--- src/rtl/omega_pkg.sv ---
package omega_pkg;

    // Setting of one two-by-two element
    typedef enum logic {
        SET_STRAIGHT = 1'b0,
        SET_EXCHANGE = 1'b1
    } xset_e;

    // Perfect-shuffle wiring: rotate a port address left by one bit
    function automatic int rotl_idx(input int idx, input int bits);
        int mask;
        mask = (1 << bits) - 1;
        return ((idx << 1) | (idx >> (bits - 1))) & mask;
    endfunction

endpackage

--- src/rtl/omega_elem.sv ---
module omega_elem
    import omega_pkg::*;
#(
    parameter int TAG_W  = 3,
    parameter int DATA_W = 8,
    parameter int STEER  = 2
) (
    input  logic                   clk,
    input  logic                   rst,
    input  logic [1:0]             in_vld,
    input  logic [1:0][TAG_W-1:0]  in_tag,
    input  logic [1:0][TAG_W-1:0]  in_src,
    input  logic [1:0][DATA_W-1:0] in_dat,
    output logic [1:0]             out_vld,
    output logic [1:0][TAG_W-1:0]  out_tag,
    output logic [1:0][TAG_W-1:0]  out_src,
    output logic [1:0][DATA_W-1:0] out_dat,
    output logic [1:0]             out_drop
);

    typedef struct packed {
        logic prio;   // 0: upper input favoured, 1: lower input favoured
    } elem_st_t;

    elem_st_t st_d, st_q;
    logic [1:0] want;
    logic [1:0] keep;
    logic       clash;
    xset_e      setting;

    always_comb begin
        want     = {in_tag[1][STEER], in_tag[0][STEER]};
        clash    = in_vld[0] && in_vld[1] && (want[0] == want[1]);
        keep[0]  = in_vld[0] && !(clash && st_q.prio);
        keep[1]  = in_vld[1] && !(clash && !st_q.prio);
        out_drop = in_vld & ~keep;

        if (keep[0]) begin
            setting = want[0] ? SET_EXCHANGE : SET_STRAIGHT;
        end else begin
            setting = want[1] ? SET_STRAIGHT : SET_EXCHANGE;
        end

        if (setting == SET_STRAIGHT) begin
            out_vld = keep;
            out_tag = in_tag;
            out_src = in_src;
            out_dat = in_dat;
        end else begin
            out_vld = {keep[0], keep[1]};
            out_tag = {in_tag[0], in_tag[1]};
            out_src = {in_src[0], in_src[1]};
            out_dat = {in_dat[0], in_dat[1]};
        end

        st_d = st_q;
        if (clash) begin
            st_d.prio = ~st_q.prio;
        end
    end

    always_ff @(posedge clk) begin
        if (rst) begin
            st_q <= '0;
        end else begin
            st_q <= st_d;
        end
    end


    rr_flip_chk: assert property (@(posedge clk) disable iff (rst)
        clash |=> (st_q.prio != $past(st_q.prio)));


    rr_hold_chk: assert property (@(posedge clk) disable iff (rst)
        !clash |=> $stable(st_q.prio));

endmodule

--- src/rtl/omega_stage.sv ---
module omega_stage
    import omega_pkg::*;
#(
    parameter int N_PORTS = 8,
    parameter int TAG_W   = 3,
    parameter int DATA_W  = 8,
    parameter int STAGE   = 0
) (
    input  logic                         clk,
    input  logic                         rst,
    input  logic [N_PORTS-1:0]             in_vld,
    input  logic [N_PORTS-1:0][TAG_W-1:0]  in_tag,
    input  logic [N_PORTS-1:0][TAG_W-1:0]  in_src,
    input  logic [N_PORTS-1:0][DATA_W-1:0] in_dat,
    output logic [N_PORTS-1:0]             out_vld,
    output logic [N_PORTS-1:0][TAG_W-1:0]  out_tag,
    output logic [N_PORTS-1:0][TAG_W-1:0]  out_src,
    output logic [N_PORTS-1:0][DATA_W-1:0] out_dat,
    output logic [N_PORTS-1:0]             out_drop
);

    localparam int N_ELEM = N_PORTS / 2;
    localparam int STEER  = TAG_W - 1 - STAGE;
    localparam int KEEP   = STAGE + 1;

    typedef struct packed {
        logic [N_PORTS-1:0]             vld;
        logic [N_PORTS-1:0][TAG_W-1:0]  tag;
        logic [N_PORTS-1:0][TAG_W-1:0]  src;
        logic [N_PORTS-1:0][DATA_W-1:0] dat;
        logic [N_PORTS-1:0]             drop;  // indexed by source input
    } stg_st_t;

    stg_st_t st_d, st_q;

    logic [N_PORTS-1:0]             sh_vld;
    logic [N_PORTS-1:0][TAG_W-1:0]  sh_tag;
    logic [N_PORTS-1:0][TAG_W-1:0]  sh_src;
    logic [N_PORTS-1:0][DATA_W-1:0] sh_dat;

    logic [N_PORTS-1:0]             el_vld;
    logic [N_PORTS-1:0][TAG_W-1:0]  el_tag;
    logic [N_PORTS-1:0][TAG_W-1:0]  el_src;
    logic [N_PORTS-1:0][DATA_W-1:0] el_dat;
    logic [N_PORTS-1:0]             el_drop;  // indexed by shuffled position

    // Shuffle wiring in front of the column
    always_comb begin
        sh_vld = '0;
        sh_tag = '0;
        sh_src = '0;
        sh_dat = '0;
        for (int p = 0; p < N_PORTS; p++) begin
            sh_vld[rotl_idx(p, TAG_W)] = in_vld[p];
            sh_tag[rotl_idx(p, TAG_W)] = in_tag[p];
            sh_src[rotl_idx(p, TAG_W)] = in_src[p];
            sh_dat[rotl_idx(p, TAG_W)] = in_dat[p];
        end
    end

    for (genvar j = 0; j < N_ELEM; j++) begin : g_elem
        omega_elem #(
            .TAG_W (TAG_W),
            .DATA_W(DATA_W),
            .STEER (STEER)
        ) u_elem (
            .clk     (clk),
            .rst     (rst),
            .in_vld  (sh_vld[2*j+1:2*j]),
            .in_tag  (sh_tag[2*j+1:2*j]),
            .in_src  (sh_src[2*j+1:2*j]),
            .in_dat  (sh_dat[2*j+1:2*j]),
            .out_vld (el_vld[2*j+1:2*j]),
            .out_tag (el_tag[2*j+1:2*j]),
            .out_src (el_src[2*j+1:2*j]),
            .out_dat (el_dat[2*j+1:2*j]),
            .out_drop(el_drop[2*j+1:2*j])
        );
    end

    always_comb begin
        st_d.vld  = el_vld;
        st_d.tag  = el_tag;
        st_d.src  = el_src;
        st_d.dat  = el_dat;
        st_d.drop = '0;
        for (int q = 0; q < N_PORTS; q++) begin
            if (el_drop[q]) begin
                st_d.drop[sh_src[q]] = 1'b1;
            end
        end
    end

    always_ff @(posedge clk) begin
        if (rst) begin
            st_q <= '0;
        end else begin
            st_q <= st_d;
        end
    end

    assign out_vld  = st_q.vld;
    assign out_tag  = st_q.tag;
    assign out_src  = st_q.src;
    assign out_dat  = st_q.dat;
    assign out_drop = st_q.drop;


    keep_or_drop_chk: assert property (@(posedge clk) disable iff (rst)
        1'b1 |=> (($countones(st_q.vld) + $countones(st_q.drop)) == $past($countones(in_vld))));

    for (genvar p = 0; p < N_PORTS; p++) begin : g_place

        place_chk: assert property (@(posedge clk) disable iff (rst)
            st_q.vld[p] |-> ((st_q.tag[p] >> (TAG_W - KEEP)) == TAG_W'(p % (1 << KEEP))));
    end

endmodule

--- src/rtl/omega_fabric.sv ---
module omega_fabric #(
    parameter int  N_PORTS = 8,
    parameter int  DATA_W  = 8,
    localparam int TAG_W   = $clog2(N_PORTS)
) (
    input  logic                             clk,
    input  logic                             rst,
    input  logic [N_PORTS-1:0]               in_valid,
    input  logic [N_PORTS-1:0][TAG_W-1:0]    in_dest,
    input  logic [N_PORTS-1:0][DATA_W-1:0]   in_data,
    output logic [N_PORTS-1:0]               out_valid,
    output logic [N_PORTS-1:0][DATA_W-1:0]   out_data,
    output logic [N_PORTS-1:0][TAG_W-1:0]    out_src,
    output logic [N_PORTS-1:0]               blocked
);

    localparam int NUM_STG = TAG_W;

    logic [NUM_STG:0][N_PORTS-1:0]             ch_vld;
    logic [NUM_STG:0][N_PORTS-1:0][TAG_W-1:0]  ch_tag;
    logic [NUM_STG:0][N_PORTS-1:0][TAG_W-1:0]  ch_src;
    logic [NUM_STG:0][N_PORTS-1:0][DATA_W-1:0] ch_dat;
    logic [NUM_STG-1:0][N_PORTS-1:0]           stg_drop;

    assign ch_vld[0] = in_valid;
    assign ch_tag[0] = in_dest;
    assign ch_dat[0] = in_data;

    for (genvar p = 0; p < N_PORTS; p++) begin : g_srcid
        assign ch_src[0][p] = TAG_W'(p);
    end

    for (genvar s = 0; s < NUM_STG; s++) begin : g_stage
        omega_stage #(
            .N_PORTS(N_PORTS),
            .TAG_W  (TAG_W),
            .DATA_W (DATA_W),
            .STAGE  (s)
        ) u_stage (
            .clk     (clk),
            .rst     (rst),
            .in_vld  (ch_vld[s]),
            .in_tag  (ch_tag[s]),
            .in_src  (ch_src[s]),
            .in_dat  (ch_dat[s]),
            .out_vld (ch_vld[s+1]),
            .out_tag (ch_tag[s+1]),
            .out_src (ch_src[s+1]),
            .out_dat (ch_dat[s+1]),
            .out_drop(stg_drop[s])
        );
    end

    always_comb begin
        blocked = '0;
        for (int s = 0; s < NUM_STG; s++) begin
            blocked = blocked | stg_drop[s];
        end
    end

    assign out_valid = ch_vld[NUM_STG];
    assign out_data  = ch_dat[NUM_STG];
    assign out_src   = ch_src[NUM_STG];

    for (genvar p = 0; p < N_PORTS; p++) begin : g_dest

        dest_match_chk: assert property (@(posedge clk) disable iff (rst)
            out_valid[p] |-> (ch_tag[NUM_STG][p] == TAG_W'(p)));
    end

endmodule

--- config.mk ---
export PLATFORM = sky130hd
export DESIGN_NAME = omega_fabric
export DESIGN_NICKNAME = d
export VERILOG_FILES = /design/src/rtl/omega_pkg.sv /design/src/rtl/omega_elem.sv /design/src/rtl/omega_stage.sv /design/src/rtl/omega_fabric.sv
export SDC_FILE = /design/constraint.sdc
export NUM_CORES = 1
export LEC_CHECK = 0
export BUFFER_PORTS_ARGS = -buffer_cell sky130_fd_sc_hd__buf_2
export CELL_PAD_IN_SITES_DETAIL_PLACEMENT = 0
export CELL_PAD_IN_SITES_GLOBAL_PLACEMENT = 1
export CORE_MARGIN = 1.5
export CORE_UTILIZATION = 42
export DETAILED_ROUTE_END_ITERATION = 10
export GPL_TIMING_DRIVEN = 0
export HOLD_SLACK_MARGIN = 0.08
export PLACE_DENSITY = 0.79
export SYNTH_ARGS = -nofsm -noshare
export SYNTH_HDL_FRONTEND = slang
export SYNTH_HIERARCHICAL = 1
export SYNTH_SLANG_ARGS = --single-unit
--- constraint.sdc ---
create_clock -name clk -period 2.11 [get_ports clk]
set_input_delay 0.422 -clock clk [delete_from_list [all_inputs] [get_ports clk]]
set_output_delay 0.422 -clock clk [all_outputs]
set_load 0.01 [all_outputs]
==> results of run 1 <==
[power by group]
part           switching, W  leakage [nW]  total [W]  internal (W)
clock network       0.00277         0.620    0.00672       0.00396
logic               0.00133          5.39    0.00300       0.00167
registers          0.000354          2.87    0.00737       0.00702
total               0.00445          8.87     0.0171        0.0126
[final timing paths]
path | slack (ns) | start | end | depth (start not counted)
worst max-delay path | 0.02 | g_stage[0].u_stage/out_tag[22] | g_stage[1].u_stage/out_vld[6] | 7
worst min-delay path | 0.23 | in_data[16] | g_stage[0].u_stage/out_dat[32] | 3
worst max register to register | 0.02 | g_stage[0].u_stage/out_tag[22] | g_stage[1].u_stage/out_vld[6] | 7
worst min register to register | 0.59 | g_stage[0].u_stage/out_tag[0] | g_stage[1].u_stage/out_tag[3] | 2
[metal layers]
metal | wire (um) | vias up | GRT usage [%]
met5 | 0 | - | 0
met4 | 1260 | 0 | 7.92
met3 | 2000 | 66 | 2.87
met2 | 22000 | 310 | 37.1
met1 | 22900 | 6014 | 32.2
li1 | - | 6168 | -
[what timing repair did]
item                                    in CTS  in global routing
resized for setup                           69                 78
buffers inserted                            28                 15
endpoints found under the setup margin     211                209
pin swaps                                   11                 11
cloned                                       2                  5
[metrics by stage]
stage	power (W)	util (%)	worst slack [ns]
after global placement	0.00996	48.3	-0.555
after floorplan	0.00913	-	0.0128
final	0.0171	54.5	0.0239
after detailed placement	0.00998	48.3	-0.585
after CTS	0.0170	53.3	0.000272
after global routing	0.0178	54.5	-0.0322
[registers in the layout, summed over array words and instances, names as in the netlist]
| signal | cells |
|---|---|
| g_stage.u_stage/g_elem.u_elem/st_q | 12 |
| g_stage.u_stage/out_dat | 192 |
| g_stage.u_stage/out_drop | 24 |
| g_stage.u_stage/out_src | 72 |
| g_stage.u_stage/out_tag | 24 |
| g_stage.u_stage/out_vld | 24 |
[worst reg2reg max path, stage by stage (launching register included)]
cell and delay (ns):
dfxtp_2 0.35, inv_2 0.06, ha_4 0.27, nand3b_1 0.17
buf_4 0.13, nand2_1 0.06, a221oi_1 0.55, nor2b_1 0.36
[final cells by class]
cell class	instances	area [um2]
Inverter	53	199
Clock inverter	16	186
Fill cell	3475	17600
Clock buffer	52	1100
Multi-Input combinational cell	1242	9760
Tap cell	518	648
Buffer	66	576
Timing Repair Buffer	251	1610
Sequential cell	348	6990
==> flow_metrics.py, run 1 <==
metrics = {
    "final_layout": {
        "final_cell_mix": "dfxtp_1, nor2b_1, mux2_2",
        "diodes": 0,
        "design_area_um2": 21100,
        "syn2layout_area_growth_pct": 28.4,
        "num-nets-final": 2111,
        "final_cells": 2546,
        "final_common_cell": "dfxtp_1",
        "drive_gt1_share_pct": 38.0,
    },
    "floorplan": {
        "io_pins": 202,
        "die_y_um": 201,
        "rows": 72,
        "start_util_pct": 42.5,
        "core-area_um2": 38600,
        "die_area_um2": 40300,
        "die_width_um": 201,
    },
    "logic_synthesis": {
        "netlist_area_um2": 16400,
        "synthCells": 1560,
        "ys_warn_count": 6,
        "syn_avg_cell_area_um2": 10.5,
    },
    "power_and_ir_drop": {
        "vdd_drop_max_uv": 479,
        "powerDensity_nw_per_um2": 810,
        "cellLeakagePower_nw": 8.87,
    },
    "placed_design": {
        "dpl.hpwl_um": 36400,
        "io_buffers": 201,
        "dp.cells": 2428,
        "post_dp_cell_area_um2": 18700,
        "gp_congestion": 0.916,
    },
    "timing": {
        "rsz0062_at_grt": "true",
        "worst_pin_slew_ns": 0.685,
        "fin_setup_tns_ns": 0,
        "fin_crit_sh_pct": 98.9,
        "setup_viol": 0,
        "drv_slew": 0,
        "fin_skew_ns": 0.0186,
        "max_freq_mhz": 479,
        "holdWs_ns": 0.227,
        "worst_slew_margin_rel_pct": 54.3,
        "layout_min_cycle_time_ns": 2.09,
        "final_hold_viol_count": 0,
    },
    "clocking": {
        "clkLatencyLatePin_ns": 0.55,
        "cts-root-buf": "clkbuf_16",
        "path_clk_slew_ns": 0.06,
        "h-tree-depth": 2,
        "ctsLongestPathBuffers": 3,
        "postCtsHoldBufs": 0,
        "cts_inserted_buffers": 39,
        "clock-sinks": 348,
        "tritoncts": "yes",
    },
    "drt": {
        "wirelength_um": 48100,
        "wire_per_inst_um": 18.9,
        "drt_pass1_iterations": 5,
        "drt-initial-drc-count": 710,
        "drc": 0,
        "viasPerCell": 4.93,
        "ant_nets": 0,
        "vias": 12600,
    },
    "setup_path": {
        "crit_required_ns": 2.53,
        "cp_num_buf_inv": 2,
        "start_kind": "flip-flop",
        "criticalPathCategory": "reg2reg",
        "critical_path.max_stage_delay_ns": 0.55,
        "arrival_ns": 2.51,
        "cp_slowest_cell": "a221oi_1",
        "cp_cell_sequence": "inv_2 > ha_4 > nand3b_1 > buf_4 > nand2_1 > a221oi_1 > nor2b_1",
        "critPathTopFamily": "simple AND/OR/NAND/NOR gates",
        "worstPathMaxFanout": 4,
        "crit_path_end_kind": "flip-flop",
    },
    "hold_path": {
        "hold_path.class": "in2reg",
    },
    "grt": {
        "grt_first_pass_wirelength_um": 71700,
        "grt-ovfl-total": 0,
        "grt_pass1_vias": 12200,
        "grt_start_max_net_pins": 19,
        "grt.total_usage_pct": 23.2,
        "antenna_found_initial": 2,
    },
    "flow_run": {
        "max_cap_violations": 0,
    },
    "run_status": {
        "status": "finished, final reports clean",
    },
}
Power figures use the tool's default switching activity.
==> inputs of run 2 (changes only) <==
--- a/config.mk
+++ b/config.mk
@@ -7,13 +7,13 @@
 export LEC_CHECK = 0
 export BUFFER_PORTS_ARGS = -buffer_cell sky130_fd_sc_hd__buf_2
 export CELL_PAD_IN_SITES_DETAIL_PLACEMENT = 0
-export CELL_PAD_IN_SITES_GLOBAL_PLACEMENT = 1
+export CELL_PAD_IN_SITES_GLOBAL_PLACEMENT = 2
 export CORE_MARGIN = 1.5
-export CORE_UTILIZATION = 42
+export CORE_UTILIZATION = 35
 export DETAILED_ROUTE_END_ITERATION = 10
 export GPL_TIMING_DRIVEN = 0
 export HOLD_SLACK_MARGIN = 0.08
-export PLACE_DENSITY = 0.79
+export PLACE_DENSITY = 0.8
 export SYNTH_ARGS = -nofsm -noshare
 export SYNTH_HDL_FRONTEND = slang
 export SYNTH_HIERARCHICAL = 1
==> run 2 against run 1 <==
Sequential cell count unchanged. Via count up 1.5%. First-iteration DRC count down 24%. Register-to-register slack about the same. Global-route usage down 1.9 points. Cell count up 3.6%. Clock power up 9.4%. Clock-buffer cell count up 8. Die area up 20%.
==> flow_metrics.py, run 2 (synthesis gave the netlist of run 1 again) <==
metrics = {
    "run_status": {
        "status": "finished, final reports clean",
    },
    "timing": {
        "final_hold_viol_count": 0,
        "worst_pin_slew_ns": 0.568,
        "drv_slew": 0,
        "worst_slew_margin_rel_pct": 62.2,
        "fin_skew_ns": 0.0195,
        "layout_min_cycle_time_ns": 2.07,
        "max_freq_mhz": 482,
        "setup_viol": 0,
        "holdWs_ns": 0.206,
        "rsz0062_at_grt": "true",
        "fin_crit_sh_pct": 98.3,
    },
    "setup_path": {
        "reg2regPathDepth": 9,
        "start_kind": "flip-flop",
        "arrival_ns": 2.53,
        "crit_path_end_kind": "flip-flop",
        "cp_slowest_cell": "dfxtp_2",
        "criticalPathCategory": "reg2reg",
        "worstPathMaxFanout": 5,
        "r2r_start": "g_stage[0].u_stage/out_tag[1]",
        "cp_cell_sequence": "inv_2 > ha_4 > nand3b_1 > a211oi_4 > buf_12 > buf_12 > buf_16 > mux2_4 > nor2b_1",
        "crit_required_ns": 2.56,
        "crit_top_cell": "buf_12",
        "critical_path.max_stage_delay_ns": 0.34,
        "reg2reg_to": "g_stage[1].u_stage/out_tag[3]",
        "timing.reg2reg.setup_slack_ns": 0.04,
    },
    "floorplan": {
        "core-area_um2": 46500,
        "rows": 79,
        "die_area_um2": 48200,
        "die_y_um": 220,
        "die_width_um": 220,
        "io_pins": 202,
        "start_util_pct": 35.3,
    },
    "clocking": {
        "clkLatencyLatePin_ns": 0.57,
        "clock-sinks": 348,
        "cts_inserted_buffers": 41,
        "h-tree-depth": 2,
        "postCtsHoldBufs": 0,
        "path_clk_slew_ns": 0.06,
        "ctsLongestPathBuffers": 3,
        "tritoncts": "yes",
        "cts-root-buf": "clkbuf_16",
    },
    "power_and_ir_drop": {
        "powerDensity_nw_per_um2": 831,
        "p_sw_w": 0.00458,
        "p_seq_share_pct": 41.7,
        "cellLeakagePower_nw": 8.88,
        "p_int_w": 0.0131,
        "vdd_drop_max_uv": 560,
        "switching_share_pct": 25.9,
        "combPwrFrac_pct": 16.8,
        "p_clk_share_pct": 41.5,
    },
    "grt": {
        "grt_pass1_vias": 12800,
        "grt_first_pass_wirelength_um": 76400,
        "grt-ovfl-total": 0,
        "grt.total_usage_pct": 21.3,
        "grt_start_max_net_pins": 19,
        "antenna_found_initial": 1,
    },
    "drt": {
        "drt-initial-drc-count": 540,
        "drc": 0,
        "ant_nets": 0,
        "drt_pass1_iterations": 6,
        "wirelength_um": 51900,
        "wire_per_inst_um": 19.7,
        "vias": 12700,
        "viasPerCell": 4.83,
    },
    "final_layout": {
        "utilization_pct": 45.8,
        "syn2layout_area_growth_pct": 29.7,
        "diodes": 0,
        "drive_gt1_share_pct": 38.1,
        "final_common_cell": "nor2b_1",
        "largest_reg_flops": 192,
        "final_cell_mix": "nor2b_1, dfxtp_1, mux2_2",
        "num-nets-final": 2112,
    },
    "placed_design": {
        "io_buffers": 201,
        "dpl.hpwl_um": 39500,
        "gp_congestion": 0.896,
    },
    "flow_run": {
        "max_cap_violations": 0,
    },
    "hold_path": {
        "hold_path_depth": 3,
        "hold_end": "g_stage[0].u_stage/out_dat[60]",
        "hold_path.class": "in2reg",
        "min-delay-start": "in_data[28]",
    },
}
==> run 2: cell count changes in the layout (fill, tap and decap cells not counted), sizes merged <==
cell      change
inv           +1
buf           +2
clkinv        -4
bufinv        +1
clkinvlp      -3
clkbuf        +5
==> run 2: worst max path at each step <==
stage               depth (start not counted)  slack, ns                             end                           from
CTS                                         8      0.003  g_stage[1].u_stage/out_dat[27]  g_stage[0].u_stage/out_tag[4]
detailed placement                          8      -0.71  g_stage[0].u_stage/out_dat[52]                    in_dest[11]
floorplan                                   7       0.01   g_stage[0].u_stage/out_dat[4]                     in_dest[2]
global route                                9      -0.04   g_stage[1].u_stage/out_tag[3]  g_stage[0].u_stage/out_tag[1]
global placement                            8      -0.69  g_stage[0].u_stage/out_dat[52]                    in_dest[11]
finish                                      9       0.04   g_stage[1].u_stage/out_tag[3]  g_stage[0].u_stage/out_tag[1]
==> run 2: layer usage <==
layer	wire, um	vias to the layer above	GRT usage, %
met1	22700	6178	26.6
met3	2140	68	3.00
met5	0	-	0
met2	25800	298	37.8
met4	1230	0	6.07
li1	-	6199	-
==> run 2: per-stage QoR <==
step | worst slack, ns | TNS [ns] | cells | power, W | instance area, um2
after floorplan | 0.0128 | 0 | 1709 | 0.00913 | 17000
after global placement | -0.693 | -105.78 | 2517 | 0.0100 | 18800
after detailed placement | -0.707 | -112.27 | 2517 | 0.0100 | 18800
after CTS | 0.00266 | 0 | 2629 | 0.0178 | 21000
after global routing | -0.0355 | -0.0948 | 2637 | 0.0185 | 21300
final | 0.0352 | 0 | 2637 | 0.0177 | 21300
==> run 2: timing repair <==
| action | 4_1_cts | 5_1_grt |
|---|---|---|
| pin swaps | 13 | 11 |
| setup buffers | 39 | 6 |
| cloned | 2 | 2 |
| resized for setup | 81 | 48 |
| setup endpoints to repair | 250 | 168 |
==> run 2: critical path, delay by kind of cell (launching register included) <==
family                   cells  cell delay, ns
AO/OA/AOI/OAI                1            0.27
adder cells (fa/ha/maj)      1            0.24
buffers and inverters        4            0.48
flip-flops                   1            0.34
multiplexers                 1            0.29
AND/OR/NAND/NOR              2            0.34
==> run 2: cell type report <==
| class | instances | area, um2 |
|---|---|---|
| Fill cell | 4463 | 25200 |
| Multi-Input combinational cell | 1242 | 9700 |
| Sequential cell | 348 | 6990 |
| Timing Repair Buffer | 250 | 1620 |
| Clock buffer | 60 | 1240 |
| Tap cell | 607 | 759 |
| Buffer | 66 | 597 |
| Inverter | 53 | 201 |
| Clock inverter | 11 | 190 |
==> run 2: power groups by stage <==
stage / Combinational (W) / Clock (W) / Sequential, W
floorplan: 0.00172 / 0 / 0.00741
global placement: 0.00250 / 0 / 0.00751
detailed placement: 0.00251 / 0 / 0.00752
CTS: 0.00285 / 0.00757 / 0.00739
global route: 0.00318 / 0.00784 / 0.00744
finish: 0.00297 / 0.00735 / 0.00739
==> inputs of run 3 (changes only) <==
--- a/config.mk
+++ b/config.mk
@@ -7,13 +7,14 @@
 export LEC_CHECK = 0
 export BUFFER_PORTS_ARGS = -buffer_cell sky130_fd_sc_hd__buf_2
 export CELL_PAD_IN_SITES_DETAIL_PLACEMENT = 0
-export CELL_PAD_IN_SITES_GLOBAL_PLACEMENT = 2
+export CELL_PAD_IN_SITES_GLOBAL_PLACEMENT = 1
 export CORE_MARGIN = 1.5
-export CORE_UTILIZATION = 35
+export CORE_UTILIZATION = 42
 export DETAILED_ROUTE_END_ITERATION = 10
 export GPL_TIMING_DRIVEN = 0
 export HOLD_SLACK_MARGIN = 0.08
-export PLACE_DENSITY = 0.8
+export PLACE_DENSITY = 0.79
+export SKIP_LAST_GASP = 1
 export SYNTH_ARGS = -nofsm -noshare
 export SYNTH_HDL_FRONTEND = slang
 export SYNTH_HIERARCHICAL = 1
==> run 3 against run 2 <==
Combinational power about the same. Cell count shrank 3.5%. Sequential power hardly changed. Global-route usage increased by 1.9 points. Sequential share of layout area increased by 0.36 points. Worst hold slack gained 0.020 ns. Setup slack got worse by 0.0080 ns. Fmax decreased by 0.38%. Sequential cell count did not move. Register-to-register slack about the same. Via count is 1.3% lower. Cell area fell by 1.1%.
==> flow_metrics.py, run 3 (synthesis gave the netlist of run 1 again) <==
metrics = {
    "final_layout": {
        "syn2layout_area_growth_pct": 28.4,
        "drive_gt1_share_pct": 38.0,
        "design_area_um2": 21100,
        "fillers": 3474,
        "seq_area_um2": 6990,
        "diodes": 0,
        "num-nets-final": 2111,
        "multi_input_comb_area_um2": 9750,
        "final_cell_mix": "dfxtp_1, nor2b_1, mux2_2",
        "largest_reg_flops": 192,
        "final_common_cell": "dfxtp_1",
        "utilization_pct": 54.5,
        "final_cells": 2546,
    },
    "setup_path": {
        "crit_required_ns": 2.53,
        "reg2regPathDepth": 8,
        "arrival_ns": 2.50,
        "start_kind": "flip-flop",
        "crit_start": "g_stage[0].u_stage/out_tag[10]",
        "reg2reg_to": "g_stage[1].u_stage/out_dat[53]",
        "criticalPathCategory": "reg2reg",
        "crit_end": "g_stage[1].u_stage/out_dat[53]",
        "timing.reg2reg.setup_slack_ns": 0.03,
        "r2r_start": "g_stage[0].u_stage/out_tag[10]",
        "worstPathMaxFanout": 6,
        "crit_path_end_kind": "flip-flop",
    },
    "power_and_ir_drop": {
        "powerDensity_nw_per_um2": 811,
        "cellLeakagePower_nw": 8.87,
        "vdd_drop_max_uv": 480,
    },
    "placed_design": {
        "dp.cells": 2428,
        "dpl.hpwl_um": 36400,
        "io_buffers": 201,
        "gp_congestion": 0.916,
        "post_dp_cell_area_um2": 18700,
    },
    "timing": {
        "drv_slew": 0,
        "final_hold_viol_count": 0,
        "worst_slew_margin_rel_pct": 52.9,
        "rsz0062_at_grt": "true",
        "layout_min_cycle_time_ns": 2.08,
        "fin_crit_sh_pct": 98.7,
        "fin_skew_ns": 0.0176,
        "max_freq_mhz": 480,
        "worst_pin_slew_ns": 0.707,
        "setup_viol": 0,
    },
    "grt": {
        "grt-ovfl-total": 0,
        "grt_first_pass_wirelength_um": 71700,
        "grt_start_max_net_pins": 19,
        "antenna_found_initial": 2,
        "grt.total_usage_pct": 23.2,
        "grt_pass1_vias": 12200,
    },
    "drt": {
        "vias": 12600,
        "wire_per_inst_um": 18.9,
        "drc": 0,
        "drt_pass1_iterations": 6,
        "viasPerCell": 4.94,
        "ant_nets": 0,
        "wirelength_um": 48200,
        "drt-initial-drc-count": 669,
    },
    "floorplan": {
        "die_area_um2": 40300,
        "start_util_pct": 42.5,
        "die_y_um": 201,
        "core-area_um2": 38600,
        "rows": 72,
        "die_width_um": 201,
        "io_pins": 202,
    },
    "clocking": {
        "tritoncts": "yes",
        "clock-sinks": 348,
        "clkLatencyLatePin_ns": 0.55,
        "postCtsHoldBufs": 0,
        "ctsLongestPathBuffers": 3,
        "cts-root-buf": "clkbuf_16",
        "h-tree-depth": 2,
        "cts_inserted_buffers": 39,
        "path_clk_slew_ns": 0.06,
    },
    "run_status": {
        "status": "finished, final reports clean",
    },
    "hold_path": {
        "hold_path.class": "in2reg",
    },
    "flow_run": {
        "max_cap_violations": 0,
    },
}
## run 3: cell count changes in the layout (fill, tap and decap cells not counted), moves of 6 or more
cell,previous run,this run
mux2_4,18,31
nor2b_4,11,21
nor2b_1,337,327
nor2_4,7,1
clkbuf_8,14,8
buf_8,2,8
nor2_1,82,90
mux2_2,261,247
buf_12,25,17
## run 3: power by group
part	leakage (nW)	total (W)	internal (W)	switching, W
Sequential	2.87	0.00737	0.00701	0.000355
Combinational	5.38	0.00299	0.00167	0.00132
Clock	0.620	0.00673	0.00396	0.00278
Total	8.87	0.0171	0.0126	0.00445
## run 3: repair_timing
item / 4_1_cts / 5_1_grt
resized for setup: 69 / 75
cloned: 2 / 5
setup endpoints to repair: 211 / 209
setup buffers: 28 / 15
pin swaps: 11 / 11
endpoints found under the hold margin: 0 / 0
## run 3: stage by stage
step,setup slack [ns],power [W],setup TNS [ns],hold WS (ns)
after detailed placement,-0.585,0.00998,-92.43,0.568
after global routing,-0.0322,0.0178,-0.137,0.231
after floorplan,0.0128,0.00913,0,0.494
final,0.0273,0.0171,0,0.226
after global placement,-0.555,0.00996,-82.51,0.556
after CTS,0.000272,0.0170,0,0.214
## run 3: final cells by class
cell class                      instances  share of cell area (%)
Multi-Input combinational cell       1242                    46.3
Clock inverter                         16                   0.885
Timing Repair Buffer                  251                    7.65
Tap cell                              518                    3.08
Clock buffer                           52                    5.24
Sequential cell                       348                    33.2
Buffer                                 66                    2.73
Inverter                               53                   0.944
## run 3: per-layer routing
metal  vias up  track usage [%]  part of all wire, %
met1      6010             32.2                   47
met5         -                0                    0
met4         0             7.92                  2.7
li1       6171                -                    -
met3        67             2.87                  4.2
met2       326             37.1                   46
## run 3: worst min path at each step
stage | to | from | cells after the start | slack [ns]
floorplan | g_stage[0].u_stage/g_elem[0].u_elem/st_q | rst | 1 | 0.49
global placement | g_stage[1].u_stage/out_dat[42] | g_stage[0].u_stage/out_dat[18] | 2 | 0.56
detailed placement | g_stage[1].u_stage/out_dat[42] | g_stage[0].u_stage/out_dat[18] | 2 | 0.57
CTS | g_stage[0].u_stage/out_dat[17] | in_data[41] | 3 | 0.21
global route | g_stage[0].u_stage/out_dat[12] | in_data[4] | 3 | 0.23
finish | g_stage[0].u_stage/out_dat[32] | in_data[16] | 3 | 0.23
## run 3: critical path, stage by stage (launching register included)
cell and delay (ns):
dfxtp_2 0.34, inv_2 0.05, ha_4 0.24, nand3b_1 0.22, a211oi_4 0.29, buf_12 0.17, buf_8 0.13, mux2_2 0.33
nor2b_2 0.18
